<file path="config.mk">
export PLATFORM = sky130hd
export DESIGN_NAME = ipf_prefetch
export DESIGN_NICKNAME = d
export VERILOG_FILES = /design/src/rtl/ipf_pkg.sv /design/src/rtl/ipf_addr_gen.sv /design/src/rtl/ipf_fetch_ctl.sv /design/src/rtl/ipf_stage_regs.sv /design/src/rtl/ipf_prefetch.sv
export SDC_FILE = /design/constraint.sdc
export NUM_CORES = 1
export LEC_CHECK = 0
export BUFFER_PORTS_ARGS = -buffer_cell sky130_fd_sc_hd__buf_2
export CORE_MARGIN = 2
export CORE_UTILIZATION = 48
export CTS_BUF_LIST = sky130_fd_sc_hd__clkbuf_4 sky130_fd_sc_hd__clkbuf_8 sky130_fd_sc_hd__clkbuf_16
export DETAILED_ROUTE_END_ITERATION = 8
export GPL_TIMING_DRIVEN = 0
export PLACE_DENSITY = 0.76
export SLEW_MARGIN = 5
export SYNTH_ARGS = -nofsm -noshare
export SYNTH_HDL_FRONTEND = slang
export SYNTH_SLANG_ARGS = --single-unit
</file>
<file path="constraint.sdc">
create_clock -name clk -period 1.9 [get_ports clk]
set_input_delay 0.38 -clock clk [delete_from_list [all_inputs] [get_ports clk]]
set_output_delay 0.38 -clock clk [all_outputs]
set_load 0.01 [all_outputs]
</file>
<file path="src/rtl/ipf_pkg.sv">
package ipf_pkg;

   typedef enum logic {
      OPND_FROM_A = 1'b0,
      OPND_FROM_B = 1'b1
   } opnd_src_e;

   // Prefetch lead in bytes: three queued words ahead of the decode stage
   function automatic int lead_bytes(input int bytes_per_word);
      return 3 * bytes_per_word;
   endfunction

endpackage

</file>
<file path="src/rtl/ipf_addr_gen.sv">
module ipf_addr_gen #(
   parameter int PC_W  = 16,
   parameter int EXT_W = 4,
   parameter int STEP  = 2,
   parameter logic [PC_W+EXT_W-1:0] RESET_VEC = '0
) (
   input  logic                  clk,
   input  logic                  rst_n,
   input  logic                  load,
   input  logic [PC_W+EXT_W-1:0] load_addr,
   input  logic                  step,
   output logic [PC_W+EXT_W-1:0] addr
);

   localparam int ADDR_W = PC_W + EXT_W;

   generate
      if (EXT_W > 0) begin : g_ext
         logic [PC_W-1:0]  cnt_q;
         logic [EXT_W-1:0] ext_q;
         logic [PC_W:0]    sum;

         assign sum = {1'b0, cnt_q} + (PC_W+1)'(STEP);

         always_ff @(posedge clk or negedge rst_n) begin
            if (!rst_n) begin
               cnt_q <= RESET_VEC[PC_W-1:0];
               ext_q <= RESET_VEC[ADDR_W-1:PC_W];
            end else if (load) begin
               cnt_q <= load_addr[PC_W-1:0];
               ext_q <= load_addr[ADDR_W-1:PC_W];
            end else if (step) begin
               cnt_q <= sum[PC_W-1:0];
               ext_q <= ext_q + EXT_W'(sum[PC_W]);
            end
         end

         assign addr = {ext_q, cnt_q};
      end else begin : g_flat
         logic [PC_W-1:0] cnt_q;

         always_ff @(posedge clk or negedge rst_n) begin
            if (!rst_n)
               cnt_q <= RESET_VEC;
            else if (load)
               cnt_q <= load_addr;
            else if (step)
               cnt_q <= cnt_q + PC_W'(STEP);
         end

         assign addr = cnt_q;
      end
   endgenerate

endmodule

</file>
<file path="src/rtl/ipf_fetch_ctl.sv">
module ipf_fetch_ctl #(
   parameter int ADDR_W = 20
) (
   input  logic              clk,
   input  logic              rst_n,
   input  logic [ADDR_W-1:0] pc,
   input  logic              flush,
   input  logic              slot_free,
   input  logic              req_ready,
   input  logic              rsp_valid,
   output logic              req_valid,
   output logic              rsp_ready,
   output logic              rsp_take,
   output logic              step,
   output logic [ADDR_W-1:0] pend_addr,
   output logic              pend,
   output logic              stale
);

   logic              pend_q, stale_q, pend_nxt;
   logic [ADDR_W-1:0] pend_addr_q;
   logic              req_fire, rsp_fire;

   assign req_valid = !pend_q;
   assign req_fire  = req_valid && req_ready;
   // Stale responses are always taken so they can be discarded
   assign rsp_ready = pend_q && (stale_q || slot_free);
   assign rsp_fire  = rsp_ready && rsp_valid;
   assign rsp_take  = rsp_fire && !stale_q && !flush;
   assign step      = req_fire && !flush;
   assign pend_nxt  = (pend_q && !rsp_fire) || req_fire;

   always_ff @(posedge clk or negedge rst_n) begin
      if (!rst_n) begin
         pend_q      <= 1'b0;
         stale_q     <= 1'b0;
         pend_addr_q <= '0;
      end else begin
         pend_q  <= pend_nxt;
         stale_q <= flush ? pend_nxt : (stale_q && pend_nxt);
         if (req_fire)
            pend_addr_q <= pc;
      end
   end

   assign pend_addr = pend_addr_q;
   assign pend      = pend_q;
   assign stale     = stale_q;

endmodule

</file>
<file path="src/rtl/ipf_stage_regs.sv">
module ipf_stage_regs #(
   parameter int WORD_W = 16,
   parameter int ADDR_W = 20
) (
   input  logic              clk,
   input  logic              rst_n,
   input  logic              fill,
   input  logic [WORD_W-1:0] fill_word,
   input  logic [ADDR_W-1:0] fill_addr,
   input  logic              done,
   input  logic              flush,
   output logic              slot_free,
   output logic              a_vld,
   output logic [WORD_W-1:0] a_word,
   output logic [ADDR_W-1:0] a_addr,
   output logic              b_vld,
   output logic [WORD_W-1:0] b_word,
   output logic [ADDR_W-1:0] b_addr,
   output logic              c_vld,
   output logic [WORD_W-1:0] c_word,
   output logic [ADDR_W-1:0] c_addr
);

   logic b_open, advance, retire;

   assign b_open    = !b_vld || done;
   assign advance   = a_vld && b_open && !flush;
   assign retire    = b_vld && done;
   assign slot_free = !a_vld || b_open;

   // Stage A: landing slot for fetched words
   always_ff @(posedge clk or negedge rst_n) begin
      if (!rst_n) begin
         a_vld  <= 1'b0;
         a_word <= '0;
         a_addr <= '0;
      end else if (flush) begin
         a_vld <= 1'b0;
      end else if (fill) begin
         a_vld  <= 1'b1;
         a_word <= fill_word;
         a_addr <= fill_addr;
      end else if (advance) begin
         a_vld <= 1'b0;
      end
   end

   // Stage B: opcode under decode and execution
   always_ff @(posedge clk or negedge rst_n) begin
      if (!rst_n) begin
         b_vld  <= 1'b0;
         b_word <= '0;
         b_addr <= '0;
      end else if (flush) begin
         b_vld <= 1'b0;
      end else if (advance) begin
         b_vld  <= 1'b1;
         b_word <= a_word;
         b_addr <= a_addr;
      end else if (retire) begin
         b_vld <= 1'b0;
      end
   end

   // Stage C: last completed word, kept across flushes
   always_ff @(posedge clk or negedge rst_n) begin
      if (!rst_n) begin
         c_vld  <= 1'b0;
         c_word <= '0;
         c_addr <= '0;
      end else if (retire) begin
         c_vld  <= 1'b1;
         c_word <= b_word;
         c_addr <= b_addr;
      end
   end

endmodule

</file>
<file path="src/rtl/ipf_prefetch.sv">
module ipf_prefetch #(
   parameter int WORD_W   = 16,
   parameter int PC_W     = 16,
   parameter int EXT_W    = 4,
   parameter int B_OPND_W = 8,
   parameter logic [PC_W+EXT_W-1:0] RESET_VEC = 20'h00400
) (
   input  logic                  clk,
   input  logic                  rst_n,
   output logic                  mem_req_valid,
   input  logic                  mem_req_ready,
   output logic [PC_W+EXT_W-1:0] mem_req_addr,
   input  logic                  mem_rsp_valid,
   output logic                  mem_rsp_ready,
   input  logic [WORD_W-1:0]     mem_rsp_data,
   input  logic                  flow_load,
   input  logic [PC_W+EXT_W-1:0] flow_target,
   input  logic                  exec_done,
   output logic                  dec_valid,
   output logic [WORD_W-1:0]     dec_word,
   output logic [PC_W+EXT_W-1:0] dec_addr,
   output logic                  ret_valid,
   output logic [WORD_W-1:0]     ret_word,
   output logic [PC_W+EXT_W-1:0] ret_addr,
   output logic                  a_valid,
   input  logic                  opnd_sel,
   output logic [WORD_W-1:0]     opnd_word
);

   import ipf_pkg::*;

   localparam int ADDR_W = PC_W + EXT_W;
   localparam int BYTES  = WORD_W / 8;

   generate
      if (WORD_W % 8 != 0 || WORD_W < 8) begin : g_bad_word
         $error("WORD_W must be a nonzero multiple of 8");
      end
      if (B_OPND_W < 1 || B_OPND_W > WORD_W) begin : g_bad_opnd
         $error("B_OPND_W must lie in 1..WORD_W");
      end
      if (PC_W < 2) begin : g_bad_pc
         $error("PC_W too small");
      end
      if (RESET_VEC % BYTES != 0) begin : g_bad_vec
         $error("RESET_VEC must be word aligned");
      end
   endgenerate

   logic              slot_free, rsp_take, step, pend, stale;
   logic [ADDR_W-1:0] pend_addr, pc;
   logic [WORD_W-1:0] a_word, b_opnd;
   logic [ADDR_W-1:0] a_addr;

   ipf_addr_gen #(
      .PC_W(PC_W), .EXT_W(EXT_W), .STEP(BYTES), .RESET_VEC(RESET_VEC)
   ) u_addr (
      .clk(clk), .rst_n(rst_n), .load(flow_load), .load_addr(flow_target),
      .step(step), .addr(pc)
   );

   ipf_fetch_ctl #(.ADDR_W(ADDR_W)) u_fetch (
      .clk(clk), .rst_n(rst_n), .pc(pc), .flush(flow_load),
      .slot_free(slot_free), .req_ready(mem_req_ready),
      .rsp_valid(mem_rsp_valid), .req_valid(mem_req_valid),
      .rsp_ready(mem_rsp_ready), .rsp_take(rsp_take), .step(step),
      .pend_addr(pend_addr), .pend(pend), .stale(stale)
   );

   ipf_stage_regs #(.WORD_W(WORD_W), .ADDR_W(ADDR_W)) u_stages (
      .clk(clk), .rst_n(rst_n), .fill(rsp_take), .fill_word(mem_rsp_data),
      .fill_addr(pend_addr), .done(exec_done), .flush(flow_load),
      .slot_free(slot_free),
      .a_vld(a_valid), .a_word(a_word), .a_addr(a_addr),
      .b_vld(dec_valid), .b_word(dec_word), .b_addr(dec_addr),
      .c_vld(ret_valid), .c_word(ret_word), .c_addr(ret_addr)
   );

   assign mem_req_addr = pc;

   generate
      if (B_OPND_W < WORD_W) begin : g_narrow_b
         assign b_opnd = {{(WORD_W-B_OPND_W){1'b0}}, dec_word[B_OPND_W-1:0]};
      end else begin : g_full_b
         assign b_opnd = dec_word;
      end
   endgenerate

   always_comb begin
      if (opnd_src_e'(opnd_sel) == OPND_FROM_B)
         opnd_word = dec_valid ? b_opnd : '0;
      else
         opnd_word = a_valid ? a_word : '0;
   end

endmodule

</file>
==> results of run 1 <==
## cell usage after synthesis (all sizes together)
cell type  count  share of area [%]
xnor2         11                1.5
nand3b         1               0.12
nand4b         2               0.38
nor2           7               0.46
inv            3               0.18
and2          10                1.0
nand2         80                4.8
o21ai         20                1.6
nand2b         2               0.20
nor4           5               0.90
nor3b          1               0.12
mux2         112                 20
nor3           5               0.56
ha             3               0.60
a21oi          1              0.080
a32o           1               0.16
xor2           5               0.70
buf           16                1.7
nand4          6                1.1
nor2b          3               0.30
dfstp          1               0.42
mux2i          3               0.48
a22o           7               0.98
clkbuf         7               0.42
nand3          4               0.40
dfrtp        152                 61
## layout make-up
cell class / instances / share of cell area (%)
clock inverter: 7 / 1.12
buffer: 21 / 1.81
sequential: 153 / 47.0
tap: 172 / 2.63
inverter: 3 / 0.138
multi-input combinational: 289 / 28.7
timing repair buffer: 179 / 12.4
clock buffer: 24 / 6.16
## critical path, stage by stage (launching register included)
cell	delay [ns]
sky130_fd_sc_hd__dfrtp_2	0.40
sky130_fd_sc_hd__nor2b_4	0.26
sky130_fd_sc_hd__buf_4	0.18
sky130_fd_sc_hd__and2_1	0.13
sky130_fd_sc_hd__buf_2	0.13
## layout by cell type, fill, tap and decap left out, types with 7 or more instances in the layout
cell                          n
sky130_fd_sc_hd__a22o_1       7
sky130_fd_sc_hd__and2_1       7
sky130_fd_sc_hd__buf_2      162
sky130_fd_sc_hd__buf_4       20
sky130_fd_sc_hd__buf_6       10
sky130_fd_sc_hd__clkbuf_16   17
sky130_fd_sc_hd__dfrtp_1    143
sky130_fd_sc_hd__dfrtp_2      9
sky130_fd_sc_hd__mux2_1      59
sky130_fd_sc_hd__mux2_2      53
sky130_fd_sc_hd__nand2_1     80
sky130_fd_sc_hd__o21ai_0     11
sky130_fd_sc_hd__o21ai_1      9
sky130_fd_sc_hd__xnor2_1     11
## through the flow
| stage | area, sq um | setup WS [ns] | hold slack [ns] | std cells | utilization, % |
|---|---|---|---|---|---|
| after detailed placement | 7290 | -0.135 | 0.373 | 796 | 57.5 |
| after floorplan | 6260 | 0.0958 | 0.0844 | 468 | - |
| after CTS | 7990 | -0.109 | 0.159 | 833 | 63.1 |
| after global routing | 8170 | -0.0930 | 0.162 | 848 | 64.5 |
| after global placement | 7260 | -1.65 | 0.446 | 795 | 57.3 |
| final | 8170 | 0.0133 | 0.174 | 848 | 64.5 |
## worst min path at each step
stage	slack (ns)	start	cells past startpoint	to
3_3_place_gp	0.45	u_stages.c_vld	1	u_stages.c_vld
4_1_cts	0.16	mem_rsp_data[1]	2	u_stages.a_word[1]
6_report	0.17	flow_target[2]	3	u_addr.g_ext.cnt_q[2]
5_1_grt	0.16	flow_target[17]	3	u_addr.g_ext.ext_q[1]
3_5_place_dp	0.37	rst_n	1	u_stages.c_word[10]
2_1_floorplan	0.08	rst_n	0	u_addr.g_ext.cnt_q[0]
## where the power goes
group          total (uW)  switching, uW  internal (uW)
Sequential           5160            757           4400
Clock                3340           1240           2100
Combinational        2520           1200           1310
## layer usage
metal / global-route usage (%) / share of wire, % / vias to the layer above / routed length [um]
li1: - / - / 2014 / -
met1: 27.3 / 44 / 2175 / 6240
met2: 34.6 / 49 / 159 / 7010
met3: 5.79 / 5.9 / 17 / 846
met4: 7.30 / 1.4 / 0 / 195
met5: 0 / 0 / - / 0
## logic make-up (layout without fill, tap and decap cells)
group	Yosys count	after routing
simple gates	126	126
compound gates	29	29
mux	115	115
xor+xnor	16	16
fa+ha+maj	3	3
flops	153	153
buf+inv	26	234
## sequential cells by signal, summed over array words and instances (netlist names), 4 cells and up
signal,count
u_stages.a_word,16
u_addr.g_ext.ext_q,4
u_addr.g_ext.cnt_q,16
u_stages.a_addr,20
u_stages.c_word,16
u_stages.b_word,16
u_stages.c_addr,20
u_fetch.pend_addr,20
u_stages.b_addr,20
## repair_timing
action / CTS / global route
gates resized for setup: 16 / 20
endpoints found under the setup margin: 19 / 21
hold buffers: 1 / 0
setup buffers: 5 / 16
cloned: 1 / 0
pin swaps: 7 / 6
endpoints found under the hold margin: 56 / 0
==> Implementation_results.wiki, run 1 <==
{| class="wikitable"
! Metric !! Value
|-
| Endpoint of the most critical setup path || opnd_word[9]
|-
| Storage element area || 3840 sq um
|-
| Basic-gate share of the synthesized area counting and, or, nand and nor cells || 10.3%
|-
| Vias in the first global route || 4529
|-
| Arrival time reported for the critical path endpoint || 1.51 ns
|-
| Global-route wire length before repair || 23200 um
|-
| Worst hold path type || in -> reg
|-
| Initial standard-cell utilization of the core || 49.4%
|-
| Final setup skew || 0.00670 ns
|-
| Adder-cell share of the synthesized area || 0.599%
|-
| Sinks on Clock Net || between 150 and 200
|-
| Fraction of the yosys area taken by sequential cells || between 60% and 70%
|-
| Vias post-DR || 4365
|-
| Post-synthesis mux area share || 20.6%
|-
| XOR/XNOR Fraction of Synth Area || 2.24%
|-
| H-tree Lvls || 4
|-
| Total negative slack || 0 ns
|-
| Count of synthesis-stage warnings from yosys || 0
|-
| GRT Total Usage || 21.2%
|-
| Total wire length || around 14000 um
|-
| Final Critical Period || 1.89 ns
|-
| Nets || 710
|-
| Crit Reg-Reg Endpoint || u_addr.g_ext.ext_q[3]
|-
| Number of pins exceeding their max-slew limit in the final report || 0
|-
| Required time of the critical path || between 1.5 and 2 ns
|-
| Largest family of logic cells by synthesized area || multiplexers
|-
| Die boundary width || 118 um
|-
| Layout fillers || 976
|-
| Largest net degree at the start of global routing || 98
|-
| Buffers added on ports || 155
|-
| R2r startpoint || u_addr.g_ext.cnt_q[14]
|-
| Share of the synthesized area in compound gates (AO/OA/AOI/OAI) || 2.82%
|-
| Number of distinct library cell variants in the gate-level netlist after synthesis || 36
|-
| Drt pass-1 iters || 4
|-
| Max-Cap Viols || 0
|-
| Total clock buffers created by CTS || 17
|-
| Clock tree buffer depth || 2
|-
| Kind of start point of the critical path || register
|-
| Violation count after the first detailed-routing iteration || 191
|-
| #FFs+latches synth || about 150
|-
| Unrepaired setup endpoints after global routing || yes
|-
| HPWL after detailed placement || 9830 um
|-
| I/O pin count || 156
|-
| Total inserted antenna cells || 0
|-
| Drt via density || between 5 and 6
|-
| Maximum clock rate || 530 MHz
|-
| CP startpoint || u_stages.a_vld
|-
| Net count of the mapped netlist || about 500
|-
| Multi-input combinational cell area || 2350 sq um
|-
| Final Setup Violations || 0
|-
| Final Power || 11000 uW
|-
| Element type at the critical path end || primary output
|-
| Period utilisation layout || 99.3%
|-
| Transition at the pin with the smallest max-transition slack || 0.571 ns
|-
| DRC || 0
|-
| Height of the chip || 118 um
|-
| CTS tree || built
|-
| Setup slack, reg-to-reg || 0.02 ns
|-
| Pleak || 0.00417 uW
|-
| Mean instance size in the synthesized netlist || 13.4 sq um
|-
| Fraction of final layout cells with drive strength greater than 1 || 45.6%
|-
| Maximum vdd drop || 0.579 mV
|-
| Post-DRT Antenna Nets || 0
|-
| Number of hold-slack violations in the final timing report || 0
|-
| Row count || 41
|-
| Total global routing overflow || 0
|-
| Routed len/inst || 16.8 um
|-
| Placeable Area || 12700 sq um
|-
| Die outline area || about 14000 sq um
|-
| Run status || complete, no violations
|-
| Critical path type || reg -> out
|-
| Area grow syn2layout || 30.4%
|-
| Insertion delay of the later-clocked pin in the worst-skew pair || between 0.4 and 0.5 ns
|-
| Power per standard cell area || 1350 nW/um^2
|-
| Combined area of all synthesized cells || 6260 sq um
|-
| Max Fanout on Critical Path || 5
|-
| Number of antenna violations at the first check in global routing || 0
|-
| Last weighted congestion value of the routability-driven placer || 0.858
|-
| Gate Count Post-Synth || between 400 and 500
|-
| Clock Root Buffer || sky130_fd_sc_hd__clkbuf_16
|-
| Count of cells along the worst register-to-register path || 7
|-
| Worst slew slack as a fraction of its limit || 61.9%
|-
| Register clock-pin slew on the reported worst setup and hold paths || 0.06 ns
|}
(Power assumes the default switching activity.)
==> inputs of run 2 (changes only) <==
Settings changed: ABC_AREA set to 1, PLACE_DENSITY 0.76 to 0.75.
==> run 2 against run 1 <==
Sequential power hardly changed. Register-to-register slack better by 0.10 ns. Cell count is 21% higher. Die area is 4.8% higher. Synthesized cell count is 42% higher. Wire length is 5.4% higher. Clock skew is 0.0026 ns lower. Non-clock buffer count is 14 lower. Worst hold slack worse by 0.0075 ns. Critical path type unchanged.
==> Implementation_results.wiki, run 2 <==
{| class="wikitable"
! Metric !! Value
|-
| Run status || complete, no violations
|-
| Routed len/inst || 14.7 um
|-
| Number of distinct library cell variants in the gate-level netlist after synthesis || 34
|-
| DRC || 0
|-
| Most used standard cell by instance count after synthesis || sky130_fd_sc_hd__nand2_1
|-
| Master of the slowest instance on the critical path || sky130_fd_sc_hd__dfrtp_2
|-
| HPWL after detailed placement || 11000 um
|-
| Insertion delay of the later-clocked pin in the worst-skew pair || 0.41 ns
|-
| Post-synth EDFFs || 0
|-
| Slack of the critical path || 0.0209 ns
|-
| Vias post-DR || between 5000 and 6000
|-
| Fraction of the yosys area taken by sequential cells || about three fifths
|-
| Maximum vdd drop || 0.609 mV
|-
| Final Setup Violations || 0
|-
| Period utilisation layout || 98.9%
|-
| #FFs+latches synth || 153
|-
| Highest-count cells in the layout ignoring fill and taps || sky130_fd_sc_hd__nand2_1 (163), sky130_fd_sc_hd__buf_2 (162), sky130_fd_sc_hd__dfrtp_1 (148)
|-
| Share of flip-flops with an asynchronous set or reset || 100%
|-
| Die boundary width || 121 um
|-
| Mean instance size in the synthesized netlist || roughly 10 sq um
|-
| Final Critical Period || 1.88 ns
|-
| Maximum clock rate || 532 MHz
|-
| Maximum cell stage delay along the critical path || around 0.36 ns
|-
| Drt pass-1 iters || 5
|-
| Net count of the mapped netlist || 709
|-
| Clock tree buffer depth || 2
|-
| Sinks on Clock Net || roughly 150
|-
| H-tree Lvls || 4
|-
| Total global routing overflow || 0
|-
| Cell type with the highest aggregate area in the netlist || sky130_fd_sc_hd__dfrtp_1
|-
| Drt via density || 4.95
|-
| R2r startpoint || u_addr.g_ext.cnt_q[10]
|-
| Number of antenna violations at the first check in global routing || 0
|-
| Most area-consuming cells after synthesis || sky130_fd_sc_hd__dfrtp_1 (58%), sky130_fd_sc_hd__nand2_1 (9.4%), sky130_fd_sc_hd__o21ai_0 (5.4%)
|-
| Initial standard-cell utilization of the core || 49.5%
|-
| Transition at the pin with the smallest max-transition slack || 0.512 ns
|-
| Top cell type's share of synthesized area || 57.8%
|-
| XOR/XNOR Fraction of Synth Area || 0.666%
|-
| Layout fillers || 1111
|-
| CTS tree || built
|-
| Smallest hold slack || 0.166 ns
|-
| Final setup skew || 0.00413 ns
|-
| Critical-path cell list || inv_2 -> or2_4 -> buf_12 -> o22ai_2 -> buf_2
|-
| Most numerous cell types in the synthesized netlist || sky130_fd_sc_hd__nand2_1 (164), sky130_fd_sc_hd__dfrtp_1 (152), sky130_fd_sc_hd__inv_1 (77), sky130_fd_sc_hd__o21ai_0 (71), sky130_fd_sc_hd__o21ai_2 (34)
|-
| I/O pin count || ~160
|-
| Gate Count Post-Synth || approximately 660
|-
| Die outline area || 14700 sq um
|-
| Unrepaired setup endpoints after global routing || yes
|-
| Most common cell after layout, fill and taps aside || sky130_fd_sc_hd__nand2_1
|-
| Count of synthesis-stage warnings from yosys || 0
|-
| CP startpoint || u_stages.a_vld
|-
| Post-synthesis mux area share || 4.79%
|-
| Total clock buffers created by CTS || 17
|-
| Last weighted congestion value of the routability-driven placer || 0.895
|-
| Vias in the first global route || 4938
|-
| Nets || 885
|-
| Cell count after placement || around 990
|-
| Pleak || 0.00426 uW
|-
| Clock Root Buffer || sky130_fd_sc_hd__clkbuf_16
|-
| Combined area of all synthesized cells || ~6600 sq um
|-
| Global-route wire length before repair || 25000 um
|-
| Non-filler cells, final || 1025
|-
| Hold path startpoint || flow_target[0]
|-
| Register clock-pin slew on the reported worst setup and hold paths || roughly 0.06 ns
|-
| Worst slew slack as a fraction of its limit || 65.9%
|-
| Height of the chip || between 100 and 150 um
|-
| Area grow syn2layout || 25.0%
|-
| Post-DRT Antenna Nets || 0
|-
| GRT Total Usage || around 22%
|-
| Total wire length || 15100 um
|-
| Number of pins exceeding their max-slew limit in the final report || 0
|-
| Largest net degree at the start of global routing || 86
|-
| Buffers added on ports || 154
|-
| Final Power || 11300 uW
|-
| Total inserted antenna cells || 0
|-
| Critical path type || reg -> out
|-
| Kind of start point of the critical path || register
|-
| Worst setup slack before clock tree synthesis || ~0.021 ns
|-
| Element type at the critical path end || primary output
|-
| Required time of the critical path || 1.52 ns
|-
| Basic-gate share of the synthesized area counting and, or, nand and nor cells || about 15%
|-
| Max-Cap Viols || 0
|-
| Share of the synthesized area in compound gates (AO/OA/AOI/OAI) || 12.8%
|-
| Max Fanout on Critical Path || 10
|-
| Violation count after the first detailed-routing iteration || 392
|-
| Placeable Area || 13300 sq um
|-
| Adder-cell share of the synthesized area || less than 1%
|-
| Number of hold-slack violations in the final timing report || 0
|-
| Row count || 42
|-
| Flip-flop cell with the highest count after synthesis || sky130_fd_sc_hd__dfrtp_1
|-
| Arrival time reported for the critical path endpoint || 1.50 ns
|-
| Largest family of logic cells by synthesized area || simple AND/OR/NAND/NOR gates
|-
| Fraction of final layout cells with drive strength greater than 1 || 36.6%
|-
| Power per standard cell area || 1380 nW/um^2
|-
| Worst hold path type || in -> reg
|}
[run 2: cell types whose count changed after synthesis, sizes merged, moves of 11 or more]
cell   previous run  this run
o21ai            20       112
nand2            80       172
xnor2            11         0
nand3             4        21
inv               3        81
nor2              7        28
mux2            112        28
[run 2: path summary, 6_finish.rpt]
| path | depth (start not counted) | slack [ns] | end |
|---|---|---|---|
| setup / recovery | 5 | 0.02 | opnd_word[7] |
| setup reg to reg | 9 | 0.12 | u_addr.g_ext.ext_q[2] |
| min in group asynchronous | 2 | 0.50 | u_stages.b_word[13] |
| hold reg to reg | 2 | 0.46 | u_stages.c_vld |
| max in group asynchronous | 3 | 0.59 | u_addr.g_ext.cnt_q[10] |
| hold / removal | 3 | 0.17 | u_addr.g_ext.cnt_q[0] |
[run 2: worst max-delay path: cells and delay by family (launching register included)]
kind / cells / cell delay (ns)
buffers and inverters: 3 / 0.36
AO/OA/AOI/OAI: 1 / 0.09
flip-flops: 1 / 0.36
AND/OR/NAND/NOR: 1 / 0.27
[run 2: kinds of logic after synthesis]
group	count (synthesis)
AO/OA/AOI/OAI	134
flip-flops	153
XOR/XNOR	5
multiplexers	28
adder cells (fa/ha/maj)	3
AND/OR/NAND/NOR	229
buffers and inverters	111
[run 2: repair_timing]
item,in CTS,in global routing
endpoints found under the hold margin,68,0
buffers inserted,1,1
pin swaps,0,1
gates resized for setup,4,15
endpoints found under the setup margin,17,13
hold buffers,1,0
[run 2: layer usage]
layer | global-route usage [%] | up-vias | share of wire [%]
li1 | - | 2484 | -
met1 | 30.1 | 2389 | 45
met2 | 35.3 | 186 | 47
met3 | 5.45 | 16 | 6.7
met4 | 5.96 | 0 | 1.1
met5 | 0 | - | 0
[run 2: report_power, final]
part / switching (uW) / internal (uW) / leakage [uW]
Combinational: 1730 / 1350 / 0.00204
Clock: 1200 / 1930 / 0.000277
Sequential: 692 / 4430 / 0.00194
Total: 3620 / 7710 / 0.00426
[run 2: stage by stage]
step,instance area [sq um],TNS (ns),util (%)
2_1_floorplan,6580,0,-
3_3_place_gp,7570,-269.87,56.9
3_5_place_dp,7610,0,57.2
4_1_cts,8170,0,61.5
5_1_grt,8220,-0.107,61.8
6_report,8220,0,61.8
[run 2: layout make-up]
class	count	area (sq um)	share of cell area [%]
plain buffers	28	231	2.81
flip-flops and latches	153	3830	46.6
clock buffers	25	498	6.06
clock inverters	4	45.0	0.548
multi-input cells	399	2250	27.4
inverters	82	309	3.76
repair buffers	158	833	10.1
well taps	176	220	2.68
